File: src/rtl/qrg_pkg.sv
package qrg_pkg;

    // Width of the divide-phase counter for a given select width.
    function automatic int unsigned pre_width(input int unsigned sel_w);
        int unsigned w;
        w = (1 << sel_w) - 1;
        return (w == 0) ? 1 : w;
    endfunction

    // Number of match pulses allowed in one reference period.
    localparam int unsigned EQ_PER_PERIOD = 3;

endpackage

File: src/rtl/qrg_sync_edge.sv
module qrg_sync_edge #(
    parameter int unsigned STAGES = 2
) (
    input  logic clk_i,
    input  logic rst_i,
    input  logic ref_i,
    output logic rise_o
);
    typedef struct packed {
        logic [STAGES-1:0] sh;
        logic              last;
    } sync_t;

    sync_t st_d, st_q;

    always_comb begin
        st_d      = st_q;
        st_d.sh   = {st_q.sh[STAGES-2:0], ref_i};
        st_d.last = st_q.sh[STAGES-1];
    end

    always_ff @(posedge clk_i) begin
        if (rst_i) st_q <= '0;
        else       st_q <= st_d;
    end

    assign rise_o = st_q.sh[STAGES-1] & ~st_q.last;
endmodule

File: src/rtl/qrg_period_meas.sv
module qrg_period_meas
    import qrg_pkg::*;
#(
    parameter int unsigned CNT_W      = 15,
    parameter int unsigned DIV_SEL_W  = 2,
    parameter int unsigned MIN_PERIOD = 8
) (
    input  logic                 clk_i,
    input  logic                 rst_i,
    input  logic                 rise_i,
    input  logic [DIV_SEL_W-1:0] div_sel_i,
    output logic                 ce_o,
    output logic [CNT_W-1:0]     quarter_o,
    output logic [CNT_W-1:0]     period_o,
    output logic [CNT_W-1:0]     count_o,
    output logic                 valid_o
);
    localparam int unsigned PRE_W   = pre_width(DIV_SEL_W);
    localparam logic [CNT_W-1:0] CNT_MAX = {CNT_W{1'b1}};
    localparam logic [CNT_W-1:0] CNT_MIN = CNT_W'(MIN_PERIOD);

    typedef struct packed {
        logic [PRE_W-1:0] pre;
        logic [CNT_W-1:0] cnt;
        logic [CNT_W-1:0] quarter;
        logic [CNT_W-1:0] period;
        logic             streak;
        logic             valid;
    } meas_t;

    meas_t st_d, st_q;
    logic [PRE_W-1:0] pre_lim;
    logic             ce;
    logic             good;

    always_comb begin
        pre_lim = PRE_W'((32'd1 << div_sel_i) - 32'd1);
        ce      = (st_q.pre == pre_lim);
        good    = (st_q.cnt != CNT_MAX) && (st_q.cnt >= CNT_MIN);
        st_d    = st_q;
        if (rise_i) begin
            st_d.pre     = '0;
            st_d.cnt     = CNT_W'(1);
            st_d.quarter = st_q.cnt >> 2;
            st_d.period  = st_q.cnt;
            st_d.valid   = good && st_q.streak;
            st_d.streak  = good;
        end else begin
            st_d.pre = ce ? '0 : st_q.pre + PRE_W'(1);
            if (ce && st_q.cnt != CNT_MAX) st_d.cnt = st_q.cnt + CNT_W'(1);
            if (st_q.cnt == CNT_MAX) begin
                st_d.valid  = 1'b0;
                st_d.streak = 1'b0;
            end
        end
    end

    always_ff @(posedge clk_i) begin
        if (rst_i) begin
            st_q     <= '0;
            st_q.cnt <= CNT_MAX;
        end else begin
            st_q <= st_d;
        end
    end

    assign ce_o      = ce;
    assign quarter_o = st_q.quarter;
    assign period_o  = st_q.period;
    assign count_o   = st_q.cnt;
    assign valid_o   = st_q.valid;
endmodule

File: src/rtl/qrg_phase_gen.sv
module qrg_phase_gen
    import qrg_pkg::*;
#(
    parameter int unsigned CNT_W = 15
) (
    input  logic             clk_i,
    input  logic             rst_i,
    input  logic             rise_i,
    input  logic             ce_i,
    input  logic [CNT_W-1:0] quarter_i,
    output logic             i_o,
    output logic             q_o,
    output logic             eq_o,
    output logic [1:0]       eq_seen_o
);
    localparam logic [CNT_W-1:0] CNT_MAX = {CNT_W{1'b1}};
    localparam logic [1:0]       EQ_LIM  = 2'(EQ_PER_PERIOD);

    typedef struct packed {
        logic [CNT_W-1:0] cnt;
        logic [1:0]       seen;
        logic             dbl;
        logic             i;
        logic             q;
    } phase_t;

    phase_t st_d, st_q;
    logic   eq;

    always_comb begin
        eq   = !rise_i && ce_i && (st_q.cnt == quarter_i) && (st_q.seen != EQ_LIM);
        st_d = st_q;
        if (rise_i) begin
            st_d.cnt  = CNT_W'(1);
            st_d.seen = '0;
            st_d.dbl  = 1'b1;
            st_d.i    = 1'b1;
            st_d.q    = 1'b0;
        end else if (eq) begin
            st_d.cnt  = CNT_W'(1);
            st_d.seen = st_q.seen + 2'd1;
            st_d.dbl  = ~st_q.dbl;
            if (!st_q.dbl) st_d.i = ~st_q.i;
            else           st_d.q = ~st_q.q;
        end else if (ce_i && st_q.cnt != CNT_MAX) begin
            st_d.cnt = st_q.cnt + CNT_W'(1);
        end
    end

    always_ff @(posedge clk_i) begin
        if (rst_i) begin
            st_q     <= '0;
            st_q.cnt <= CNT_W'(1);
        end else begin
            st_q <= st_d;
        end
    end

    assign i_o       = st_q.i;
    assign q_o       = st_q.q;
    assign eq_o      = eq;
    assign eq_seen_o = st_q.seen;
endmodule

File: src/rtl/quad_ref_gen.sv
module quad_ref_gen #(
    parameter int unsigned CNT_W      = 15,
    parameter int unsigned DIV_SEL_W  = 2,
    parameter int unsigned MIN_PERIOD = 8,
    parameter int unsigned SYNC_STAGES = 2
) (
    input  logic                 clk_i,
    input  logic                 rst_i,
    input  logic                 ref_i,
    input  logic [DIV_SEL_W-1:0] div_sel_i,
    output logic                 i_o,
    output logic                 q_o,
    output logic [CNT_W-1:0]     period_o,
    output logic                 valid_o
);
    logic             rise_w;
    logic             ce_w;
    logic [CNT_W-1:0] quarter_w;
    logic [CNT_W-1:0] per_cnt_w;
    logic             eq_w;
    logic [1:0]       eq_seen_w;

    qrg_sync_edge #(.STAGES(SYNC_STAGES)) u_sync (
        .clk_i  (clk_i),
        .rst_i  (rst_i),
        .ref_i  (ref_i),
        .rise_o (rise_w)
    );

    qrg_period_meas #(
        .CNT_W      (CNT_W),
        .DIV_SEL_W  (DIV_SEL_W),
        .MIN_PERIOD (MIN_PERIOD)
    ) u_meas (
        .clk_i     (clk_i),
        .rst_i     (rst_i),
        .rise_i    (rise_w),
        .div_sel_i (div_sel_i),
        .ce_o      (ce_w),
        .quarter_o (quarter_w),
        .period_o  (period_o),
        .count_o   (per_cnt_w),
        .valid_o   (valid_o)
    );

    qrg_phase_gen #(.CNT_W(CNT_W)) u_phase (
        .clk_i     (clk_i),
        .rst_i     (rst_i),
        .rise_i    (rise_w),
        .ce_i      (ce_w),
        .quarter_i (quarter_w),
        .i_o       (i_o),
        .q_o       (q_o),
        .eq_o      (eq_w),
        .eq_seen_o (eq_seen_w)
    );
endmodule

File: config.mk
export PLATFORM = sky130hd
export DESIGN_NAME = quad_ref_gen
export DESIGN_NICKNAME = d
export VERILOG_FILES = /design/src/rtl/qrg_pkg.sv /design/src/rtl/qrg_sync_edge.sv /design/src/rtl/qrg_period_meas.sv /design/src/rtl/qrg_phase_gen.sv /design/src/rtl/quad_ref_gen.sv
export SDC_FILE = /design/constraint.sdc
export NUM_CORES = 1
export LEC_CHECK = 0
export ABC_AREA = 1
export BUFFER_PORTS_ARGS = -buffer_cell sky130_fd_sc_hd__buf_2
export CAP_MARGIN = 20
export CORE_UTILIZATION = 40
export CTS_BUF_LIST = sky130_fd_sc_hd__clkbuf_8
export DETAILED_ROUTE_END_ITERATION = 8
export MAX_ROUTING_LAYER = met4
export PLACE_DENSITY = 0.63
export SLEW_MARGIN = 40
export SYNTH_ARGS = -nofsm -noshare
export SYNTH_HDL_FRONTEND = slang
export SYNTH_HIERARCHICAL = 1
export SYNTH_SLANG_ARGS = --single-unit
File: constraint.sdc
create_clock -name clk_i -period 3.3 [get_ports clk_i]
set_input_delay 0.66 -clock clk_i [delete_from_list [all_inputs] [get_ports clk_i]]
set_output_delay 0.66 -clock clk_i [all_outputs]
set_load 0.05 [all_outputs]
# Word-level counts from Yosys, hierarchy flattened
# Cells that the tools add are included.
# W data, S select, Z words.
# classes
bitwise	5
mux	8
n_addsub	5
n_reduce_logical	16
shift	1
n_lt_le_gt_ge	1
n_eq_ne	7
# op_table
op	n
$add A15 B1 Y15 const B	2
$mux W15	2
$ne A15 B15 Y1 const B	2
$eq A15 B13 Y1	1
$eq A15 B15 Y1 const B	1
$ge A15 B4 Y1 const B	1
$logic_and A1 B1 Y1	7
$mux W3	2
$reduce_bool A2 Y1	3
$reduce_or A3 Y1	2
$mux W2	2
$not A1 Y1	4
$reduce_and A2 Y1	2
$add A3 B1 Y3 const B	1
$eq A3 B3 Y1	1
$shl A1 B2 Y3 const A	1
$sub A3 B1 Y3 const B	1
$add A2 B1 Y2 const B	1
$mux W1	2
$ne A2 B1 Y1 const B	1
$ne A2 B2 Y1 const B	1
$reduce_or A2 Y1	1
$and A1 B1 Y1	1
$logic_not A1 Y1	1
# word_totals
ff_bits	71

# Depth between registers and ports, before layout
# Gate-level depths: netlist of the first run.
# depth
word_depth	8
depth_mapped	14
depth_no_buf	14

# By module
# Netlist of the first run, hierarchy kept.
# by_module_without_submodules
mod	n_inst	area_each_um2	cells_per_inst
qrg_period_meas	1	2118.3	299
qrg_phase_gen	1	1372.6	224
qrg_sync_edge	1	86.3	10

# Least setup slack after synthesis of the first run
# No wires, ideal clock.
# synth_timing
path_kind	input -> register
from	in div_sel_i[1]
to	reg u_phase/st_q[16] in the netlist's numbering
n_path_buf	0
cell_stages	14
arrival_ns	1.876
setup_ns	0.114
slack_ns	1.310
path_cell_list	nor2_1 -> nand2_1 -> nand2_1 -> inv_1 -> nor2_4 -> nand3_1 -> nor2_1 -> nand2_1 -> nor2_4 -> nand2_4 -> nand2_4 -> inv_4 -> nand2_1 -> a21oi_2
# synth_between
elab_chain_cells	7
# synth_lines
item	line	source
from (decl)	quad_ref_gen.sv:10	input logic [DIV_SEL_W-1:0] div_sel_i,
$shl A1 B2 Y3 *	qrg_period_meas.sv:37	pre_lim = PRE_W'((32'd1 << div_sel_i) - 32'd1);
$sub A3 B1 Y3 *	qrg_period_meas.sv:37	
$eq A3 B3 Y1 *	qrg_period_meas.sv:38	ce = (st_q.pre == pre_lim);
via ce_w	quad_ref_gen.sv:17	logic ce_w;
$logic_and A1 B1 Y1 (3 in a row)	qrg_phase_gen.sv:31	eq = !rise_i && ce_i && (st_q.cnt == quarter_i) && (st_q.seen != EQ_LIM);
$reduce_or A3 Y1 (no line)	-	
to (signal assigned)	qrg_phase_gen.sv:55	st_q <= st_d;
to (decl)	qrg_phase_gen.sv:27	phase_t st_d, st_q;
# The timed path passes the listed nets; every way through them passes the cells marked *.
# A chain may end at the register's enable or synchronous reset.

# Final worst setup path of the first run
# Ends and elaborated chain as after synthesis.

==> results of run 1 <==
==> metrics by stage <==
| step | total power, mW | utilization [%] | setup slack [ps] |
|---|---|---|---|
| global placement | 1.32 | 41.1 | 1030 |
| detailed placement | 1.33 | 41.1 | 957 |
| CTS | 1.86 | 43.0 | 1320 |
| finish | 1.84 | 43.0 | 1310 |
| global route | 1.97 | 43.0 | 1150 |
| floorplan | 1.26 | - | 1310 |
==> where the power goes <==
| group | switching [mW] | leakage (nW) | internal, mW | total, mW |
|---|---|---|---|---|
| registers | 0.0655 | 0.474 | 0.754 | 0.819 |
| clock network | 0.253 | 0.0932 | 0.273 | 0.527 |
| logic | 0.339 | 1.20 | 0.158 | 0.497 |
| total | 0.658 | 1.77 | 1.19 | 1.84 |
==> area by class of cell <==
type,count,area (µm²)
flip-flops and latches,58,1160
clock buffers,10,138
well taps,105,131
clock inverters,4,15.0
repair buffers,23,118
multi-input cells,348,1740
inverters,69,264
fillers,873,4730
==> flip-flops by register name (all words and copies together) (netlist names) <==
name,flops
u_phase/q_o,1
u_phase/i_o,1
u_sync/st_q,1
u_phase/eq_seen_o,2
u_phase/st_q,16
u_meas/period_o,15
u_meas/valid_o,1
u_meas/count_o,15
u_meas/st_q,4
u_sync/st_d,2
==> per-layer routing <==
metal,global-route usage (%),wire [µm],vias up
met3,4.91,246,4
met5,-,0,-
li1,-,-,1592
met2,29.0,3610,41
met1,22.0,3420,1371
met4,6.31,43,0
==> worst register-to-register path: cells and delay by family (launching register included) <==
| kind | cells | cell delay (ps) |
|---|---|---|
| fa+ha+maj | 1 | 260 |
| simple gates | 6 | 1140 |
| flops | 1 | 330 |
| buf+inv | 1 | 50 |
==> how the worst max path moves through the flow <==
| stage | slack (ps) | cells after the start | endpoint |
|---|---|---|---|
| 2_1_floorplan | 1310 | 14 | u_phase/st_q[16]$_SDFFE_PP0P_ |
| 3_3_place_gp | 1030 | 15 | u_phase/st_q[16]$_SDFFE_PP0P_ |
| 3_5_place_dp | 960 | 15 | u_phase/st_q[16]$_SDFFE_PP0P_ |
| 4_1_cts | 1320 | 15 | u_phase/st_q[16]$_SDFFE_PP0P_ |
| 5_1_grt | 1150 | 15 | u_phase/st_q[18]$_SDFFE_PP0P_ |
| 6_report | 1310 | 15 | u_phase/st_q[16]$_SDFFE_PP0P_ |
==> placed cells by master (no fill, tap or decap) <==
| cell type | n |
|---|---|
| nor3_1 | 7 |
| nor3_2 | 1 |
| a21oi_2 | 3 |
| nand2_1 | 118 |
| nor2_1 | 60 |
| o21ai_0 | 19 |
| dfxtp_1 | 58 |
| inv_2 | 8 |
| nand3_1 | 61 |
| o21ai_1 | 2 |
| ha_1 | 5 |
| nand2_2 | 4 |
| inv_4 | 1 |
| nand2_4 | 5 |
| a21oi_1 | 19 |
| o21bai_2 | 1 |
| nand3_2 | 4 |
| nor2_4 | 4 |
| buf_2 | 22 |
| nor2_2 | 3 |
| buf_4 | 1 |
| inv_1 | 60 |
| xor2_1 | 9 |
| clkinv_2 | 2 |
| nor3b_1 | 1 |
| conb_1 | 2 |
| nand4_2 | 1 |
| clkbuf_8 | 10 |
| o21bai_1 | 1 |
| clkinv_1 | 2 |
| nand4_1 | 15 |
| xnor2_1 | 3 |
==> results by group, run 1 <==
Floorplan
  • # rows: 33
  • Starting Density: 41.6%
  • Die area: 9000 µm²
  • Core area: 8300 µm²
  • I/O Pins: 23
  • Die width: 94.9 µm
  • Die H: 94.9 µm

Drt
  • Routed len/inst: 11.9 µm
  • Drt pass-1 iters: 5
  • Total Wirelength: 7320 µm
  • Final ANT Viol Nets: 0
  • Residual DRC: 0
  • Vias per cell: 4.88
  • Vias: 3008
  • 1st-iter DRT viols: 149

STA
  • Worst slew pin tran: 776 ps
  • WHS: 410 ps
  • Unrepaired setup endpoints after global routing: false
  • Period utilization: 60.3%
  • Final hold viol count: 0
  • Fin. max-slew vios: 0
  • Final setup vio count: 0
  • Worst slew margin: 48.1%
  • Setup Skew: 7.29 ps
  • Final TNS setup: 0 ps
  • Max Freq: 502 MHz
  • Minimum clock period after layout: 1990 ps

Setup path
  • Setup CP Type: in2reg
  • Worst Setup End Kind: flip-flop
  • Slowest-stage cell, CP: nor2_4
  • Crit-path max cell delay: 260 ps
  • Arr. time, crit path: 2220 ps
  • R2R Setup Slk: 1410 ps
  • CP max FO: 10
  • Critical path launch point: div_sel_i[1]
  • CP Buf/Inv Count: 3
  • RR Startpoint: u_meas/count_o[0]$_SDFFE_PP1P_
  • R2R depth: 8
  • Cell chain of the critical path: buf_2 -> nor2_1 -> nand2_1 -> nand2_1 -> inv_1 -> nor2_4 -> nand3_1 -> nor2_1 -> nand2_1 -> nor2_4 -> nand2_4 -> nand2_4 -> inv_4 -> nand2_1 -> a21oi_2
  • WP data required: 3530 ps
  • Startpoint types: primary input
  • Worst reg2reg path endpoint: u_meas/count_o[6]$_SDFFE_PP1P_
  • Most frequent cell on the critical path: nand2_1
  • Delay-heaviest family, CP: simple AND/OR/NAND/NOR gates

Worst hold path
  • WHS Path Cells: 2
  • Worst min-delay path startpoint: u_sync/st_d[2]$_SDFF_PP0_
  • Worst Hold End: u_sync/st_d[0]$_SDFF_PP0_
  • HP Class: reg2reg

Job
  • MaxCap Viol Count: 0

Power
  • VDD IR-drop max: 232 µV
  • PwrDens: 517 nW/µm²
  • Leak: 1.77 nW

Cells and area
  • Fin area: 3560 µm²
  • Area Growth Syn to Fin: 3.34%
  • Diodes inserted: 0
  • Final #Nets: 519
  • Layout cells sized above 1: 13.7%
  • Finished Layout Cells: 617

Global route
  • Vias in the first global route: 2699
  • GRT overflow: 0
  • Initial antenna violation count: 0
  • Global-route wire length before repair: 12300 µm
  • Largest net degree at the start of global routing: 33
  • Total GRT Usage: 18.2%

CTS
  • CTS resizes: 0
  • Hold-fix buffers, CTS: 0
  • Clock Tree Buf Depth: 2
  • CTS root buf: clkbuf_8
  • CTS tree: done
  • CTS buffer count: 9
  • Worst-Skew Late Latency: 330 ps
  • Reg clk slew, reported paths: 60 ps
  • Postcts setup bufs: 0
  • H-Tree Level Count: 3
  • CTS sink cnt: 58

Synth
  • Mapped Area: 3450 µm²
  • Yosys warnings: 6
  • Syn Area/Cell: 6.69 µm²
  • Instance count of the mapped netlist: 516

Status
  • Status: finished clean

Placement
  • Post-detail-place hpwl: 5390 µm
  • Final GP Congestion: 0.862
  • Dpl cells: 603
  • I/O Buffers: 22
  • Area after DPL: 3410 µm²
Power figures use the tool's default switching activity.
==> run 2, diff against run 1 <==
--- a/config.mk
+++ b/config.mk
@@ -5,14 +5,14 @@
 export SDC_FILE = /design/constraint.sdc
 export NUM_CORES = 1
 export LEC_CHECK = 0
-export ABC_AREA = 1
+export ABC_AREA = 0
 export BUFFER_PORTS_ARGS = -buffer_cell sky130_fd_sc_hd__buf_2
 export CAP_MARGIN = 20
 export CORE_UTILIZATION = 40
 export CTS_BUF_LIST = sky130_fd_sc_hd__clkbuf_8
 export DETAILED_ROUTE_END_ITERATION = 8
 export MAX_ROUTING_LAYER = met4
-export PLACE_DENSITY = 0.63
+export PLACE_DENSITY = 0.65
 export SLEW_MARGIN = 40
 export SYNTH_ARGS = -nofsm -noshare
 export SYNTH_HDL_FRONTEND = slang
==> constraint.sdc (replaced) <==
create_clock -name clk_i -period 1.7 [get_ports clk_i]
set_input_delay 0.34 -clock clk_i [delete_from_list [all_inputs] [get_ports clk_i]]
set_output_delay 0.34 -clock clk_i [all_outputs]
set_load 0.05 [all_outputs]
==> results by group, run 2 <==
Power
  • PwrDens: 1070 nW/µm²
  • VDD IR-drop max: 506 µV
  • Leak: 1.64 nW
  • Total Power: 4.47 mW

CTS
  • CTS root buf: clkbuf_8
  • CTS buffer count: 9
  • Hold-fix buffers, CTS: 0
  • CTS sink cnt: 58
  • Clock Tree Buf Depth: 2
  • H-Tree Level Count: 3
  • CTS tree: done
  • Reg clk slew, reported paths: 70 ps
  • Worst-Skew Late Latency: 340 ps

Global route
  • GRT busiest layer: met2
  • Initial antenna violation count: 0
  • Total GRT Usage: 19.9%
  • Met3 usage: 4.97%
  • Global-route wire length before repair: 12500 µm
  • Largest net degree at the start of global routing: 26
  • Met2 usage: 30.3%
  • M1 GR Usage: 24.8%
  • Vias in the first global route: 2631
  • GRT overflow: 0

Floorplan
  • Starting Density: 42.1%
  • Die H: 90.3 µm
  • Die area: 8160 µm²
  • # rows: 31
  • Core area: 7410 µm²
  • Die width: 90.3 µm
  • I/O Pins: 23

STA
  • Fin. max-slew vios: 0
  • Unrepaired setup endpoints after global routing: true
  • Minimum clock period after layout: 2190 ps
  • Final hold viol count: 0
  • Final setup vio count: 30
  • Period utilization: 129%
  • Setup Skew: 13.1 ps
  • Final TNS setup: -9490 ps
  • Setup ws final: -488 ps
  • Max Freq: 457 MHz

Placement
  • Dpl cells: 491
  • Post-detail-place hpwl: 5360 µm
  • I/O Buffers: 22
  • Setup WS pre-CTS: -617 ps
  • Final GP Congestion: 0.877

Job
  • MaxCap Viol Count: 0

Synth
  • Instance count of the mapped netlist: 352
  • Mapped Area: 3120 µm²
  • Syn Area/Cell: 8.87 µm²
  • Yosys warnings: 6

Cells and area
  • Commonest cells after routing, fill and taps aside: buf_4 (61), dfxtp_1 (55), nor2_1 (30)
  • Commonest non-fill, non-tap cell in the layout: buf_4
  • Layout cells sized above 1: 39.9%
  • Diodes inserted: 0
  • Top reg by flops: u_phase/st_q
  • Area Growth Syn to Fin: 33.4%
  • Fillers: 645
  • Largest register FFs: 16
  • Finished Layout Cells: 513
  • Final #Nets: 419

Setup path
  • Critical path launch point: u_meas/st_q[47]$_SDFF_PP0_
  • Setup CP Type: reg2reg
  • Cell chain of the critical path: or2_4 -> a2111oi_4 -> nor2_2 -> inv_2 -> nor3b_4 -> nand4_1 -> nor4_4 -> buf_4 -> mux2i_1 -> nor3_1
  • Crit-path max cell delay: 330 ps
  • Arr. time, crit path: 2420 ps
  • RR Startpoint: u_meas/st_q[47]$_SDFF_PP0_
  • Startpoint types: flip-flop
  • Slowest-stage cell, CP: dfxtp_2
  • Worst Setup End Kind: flip-flop
  • WP data required: 1930 ps
  • CP max FO: 3

Drt
  • Residual DRC: 0
  • Final ANT Viol Nets: 0
  • Routed len/inst: 15.4 µm
  • 1st-iter DRT viols: 147
  • Total Wirelength: 7880 µm
  • Vias: 2727
  • Vias per cell: 5.32
  • Drt pass-1 iters: 4

Worst hold path
  • HP Class: in2reg
  • Worst min-delay path startpoint: ref_i

Status
  • Status: finished with violations
  • Failing checks: negative setup slack
-- run 2: worst paths after layout --
kind	end	slack, ps	cells past startpoint
max	u_phase/eq_seen_o[1]$_SDFFE_PP0P_	-490	10
min	u_sync/st_d[2]$_SDFF_PP0_	230	2
max reg2reg	u_phase/eq_seen_o[1]$_SDFFE_PP0P_	-490	10
min reg2reg	u_sync/st_d[0]$_SDFF_PP0_	460	1
-- run 2: area by class of cell --
| type | instances | area [µm²] | share of cell area, % |
|---|---|---|---|
| sequential | 58 | 1170 | 28.1 |
| tap | 99 | 124 | 2.98 |
| clock buffer | 9 | 124 | 2.98 |
| inverter | 10 | 37.5 | 0.902 |
| clock inverter | 7 | 118 | 2.83 |
| timing repair buffer | 90 | 678 | 16.3 |
| multi-input combinational | 240 | 1910 | 45.9 |
-- run 2: power breakdown --
part	switching (mW)	total [mW]	internal, mW
combinational	0.689	1.36	0.671
clock	0.584	1.56	0.973
sequential	0.0881	1.55	1.46
-- run 2: per-stage QoR --
stage | area, µm² | util, % | hold WS [ps]
floorplan | 3170 | - | 409
global placement | 3600 | 48.6 | 440
detailed placement | 3600 | 48.6 | 454
CTS | 3930 | 53.0 | 224
global route | 4160 | 56.2 | 244
finish | 4160 | 56.2 | 231
-- run 2: layer usage --
metal / up-vias / share of wire (%) / wire length (µm)
met5: - / 0 / 0
met4: 0 / 2.4 / 191
met3: 19 / 4.0 / 312
met2: 58 / 47 / 3740
met1: 1318 / 46 / 3630
li1: 1332 / - / -
-- run 2: worst max-delay path: cells and delay by family, from the launching register on --
kind / cells / cell delay, ps
flops: 1 / 330
simple gates: 6 / 950
mux: 1 / 190
buf+inv: 2 / 290
compound gates: 1 / 330
-- run 2: what timing repair did --
action | 4_1_cts | 5_1_grt
setup buffers | 4 | 1
gates cloned | 1 | 1
setup endpoints to repair | 33 | 34
pin swaps | 10 | 25
resized for setup | 13 | 45
==> run 3, diff against run 2 <==
--- a/config.mk
+++ b/config.mk
@@ -12,7 +12,7 @@
 export CTS_BUF_LIST = sky130_fd_sc_hd__clkbuf_8
 export DETAILED_ROUTE_END_ITERATION = 8
 export MAX_ROUTING_LAYER = met4
-export PLACE_DENSITY = 0.65
+export PLACE_DENSITY = 0.63
 export SLEW_MARGIN = 40
 export SYNTH_ARGS = -nofsm -noshare
 export SYNTH_HDL_FRONTEND = slang
==> constraint.sdc (replaced) <==
create_clock -name clk_i -period 2.02 [get_ports clk_i]
set_input_delay 0.404 -clock clk_i [delete_from_list [all_inputs] [get_ports clk_i]]
set_output_delay 0.404 -clock clk_i [all_outputs]
set_load 0.1 [all_outputs]
==> results by group, run 3 (synthesized netlist as in run 2, its figures left out) <==
Placement
  • Final GP Congestion: 0.823
  • Post-detail-place hpwl: 5090 µm
  • I/O Buffers: 22
  • Dpl cells: 461

Global route
  • Vias in the first global route: 2417
  • GRT overflow: 0
  • Global-route wire length before repair: 11800 µm
  • Largest net degree at the start of global routing: 26
  • Total GRT Usage: 18.9%
  • Initial antenna violation count: 0

Cells and area
  • Commonest cells after routing, fill and taps aside: dfxtp_1 (57), nor2_1 (37), buf_4 (32)
  • Area Growth Syn to Fin: 19.5%
  • Diodes inserted: 0
  • Final #Nets: 388
  • Commonest non-fill, non-tap cell in the layout: dfxtp_1
  • Layout cells sized above 1: 29.1%
  • Largest register FFs: 16
  • Finished Layout Cells: 481
  • Top reg by flops: u_phase/st_q

STA
  • Setup Skew: 9.62 ps
  • Setup ws final: -83.5 ps
  • Max Freq: 475 MHz
  • Final TNS setup: -795 ps
  • Minimum clock period after layout: 2100 ps
  • Fin. max-slew vios: 0
  • Period utilization: 104%
  • Final hold viol count: 0
  • Unrepaired setup endpoints after global routing: true
  • Final setup vio count: 20

CTS
  • CTS buffer count: 9
  • Hold-fix buffers, CTS: 0
  • Reg clk slew, reported paths: 60 ps
  • CTS tree: done
  • Worst-Skew Late Latency: 330 ps
  • CTS sink cnt: 58
  • CTS root buf: clkbuf_8
  • H-Tree Level Count: 3
  • Clock Tree Buf Depth: 2

Setup path
  • Worst Setup End Kind: flip-flop
  • Slowest-stage cell, CP: a2111oi_4
  • CP max FO: 3
  • Cell chain of the critical path: or2_4 -> a2111oi_4 -> nor2_2 -> inv_2 -> nor3b_2 -> nand4_1 -> nor4_4 -> buf_4 -> mux2i_1 -> nor3_1
  • Startpoint types: flip-flop
  • Crit-path max cell delay: 330 ps
  • Setup CP Type: reg2reg
  • Delay-heaviest family, CP: simple AND/OR/NAND/NOR gates
  • CP Buf/Inv Count: 2
  • Arr. time, crit path: 2310 ps
  • WP data required: 2220 ps

Drt
  • Vias per cell: 5.38
  • Final ANT Viol Nets: 0
  • Residual DRC: 0
  • Total Wirelength: 7260 µm
  • Routed len/inst: 15.1 µm
  • Vias: 2590
  • Drt pass-1 iters: 4
  • 1st-iter DRT viols: 103

Power
  • VDD IR-drop max: 418 µV
  • Leak: 1.48 nW
  • PwrDens: 916 nW/µm²

Status
  • Status: finished with violations
  • Failing checks: negative setup slack

Floorplan
  • Die width: 90.3 µm
  • Die area: 8160 µm²
  • Starting Density: 42.1%
  • # rows: 31
  • I/O Pins: 23
  • Core area: 7410 µm²
  • Die H: 90.3 µm

Job
  • MaxCap Viol Count: 0

Worst hold path
  • HP Class: in2reg
-- run 3: through the flow --
stage	utilization [%]	cell area, µm²	worst slack [ps]	hold WS, ps	power (mW)
final	50.3	3730	-83.5	306	3.42
after global routing	50.3	3730	-219	300	3.60
after detailed placement	45.1	3340	-308	449	2.25
after global placement	45.1	3340	-279	434	2.23
after floorplan	-	3140	-364	414	2.03
after CTS	48.2	3570	-78.8	302	3.36
-- run 3: layer usage --
| layer | part of all wire (%) | GRT usage [%] |
|---|---|---|
| met5 | 0 | - |
| met3 | 4.0 | 4.46 |
| met2 | 47 | 29.1 |
| met4 | 2.0 | 8.33 |
| met1 | 46 | 23.6 |
-- run 3: layout make-up --
class                      count  area [µm²]
fill                         688        3680
multi-input combinational    239        1750
tap                           99         124
timing repair buffer          60         449
inverter                      10        41.3
sequential                    58        1160
clock buffer                  12         165
clock inverter                 3        38.8
-- run 3: worst paths after layout --
kind | start | endpoint | slack, ps | cells past startpoint
worst max-delay path | u_meas/st_q[47]$_SDFF_PP0_ | u_phase/eq_seen_o[1]$_SDFFE_PP0P_ | -80 | 10
worst min-delay path | ref_i | u_sync/st_d[2]$_SDFF_PP0_ | 310 | 2
worst max register to register | u_meas/st_q[47]$_SDFF_PP0_ | u_phase/eq_seen_o[1]$_SDFFE_PP0P_ | -80 | 10
worst min register to register | u_sync/st_d[2]$_SDFF_PP0_ | u_sync/st_d[0]$_SDFF_PP0_ | 450 | 1
-- run 3: timing repair --
| action | CTS | global route |
|---|---|---|
| pin swaps | 4 | 5 |
| buffers inserted | 2 | 2 |
| resized for setup | 3 | 22 |
| endpoints found under the setup margin | 20 | 26 |
| gates cloned | 0 | 1 |
-- run 3: power by group --
part	leakage (nW)	internal, mW	switching [mW]
sequential	0.474	1.23	0.0926
combinational	0.895	0.419	0.587
clock	0.110	0.657	0.431
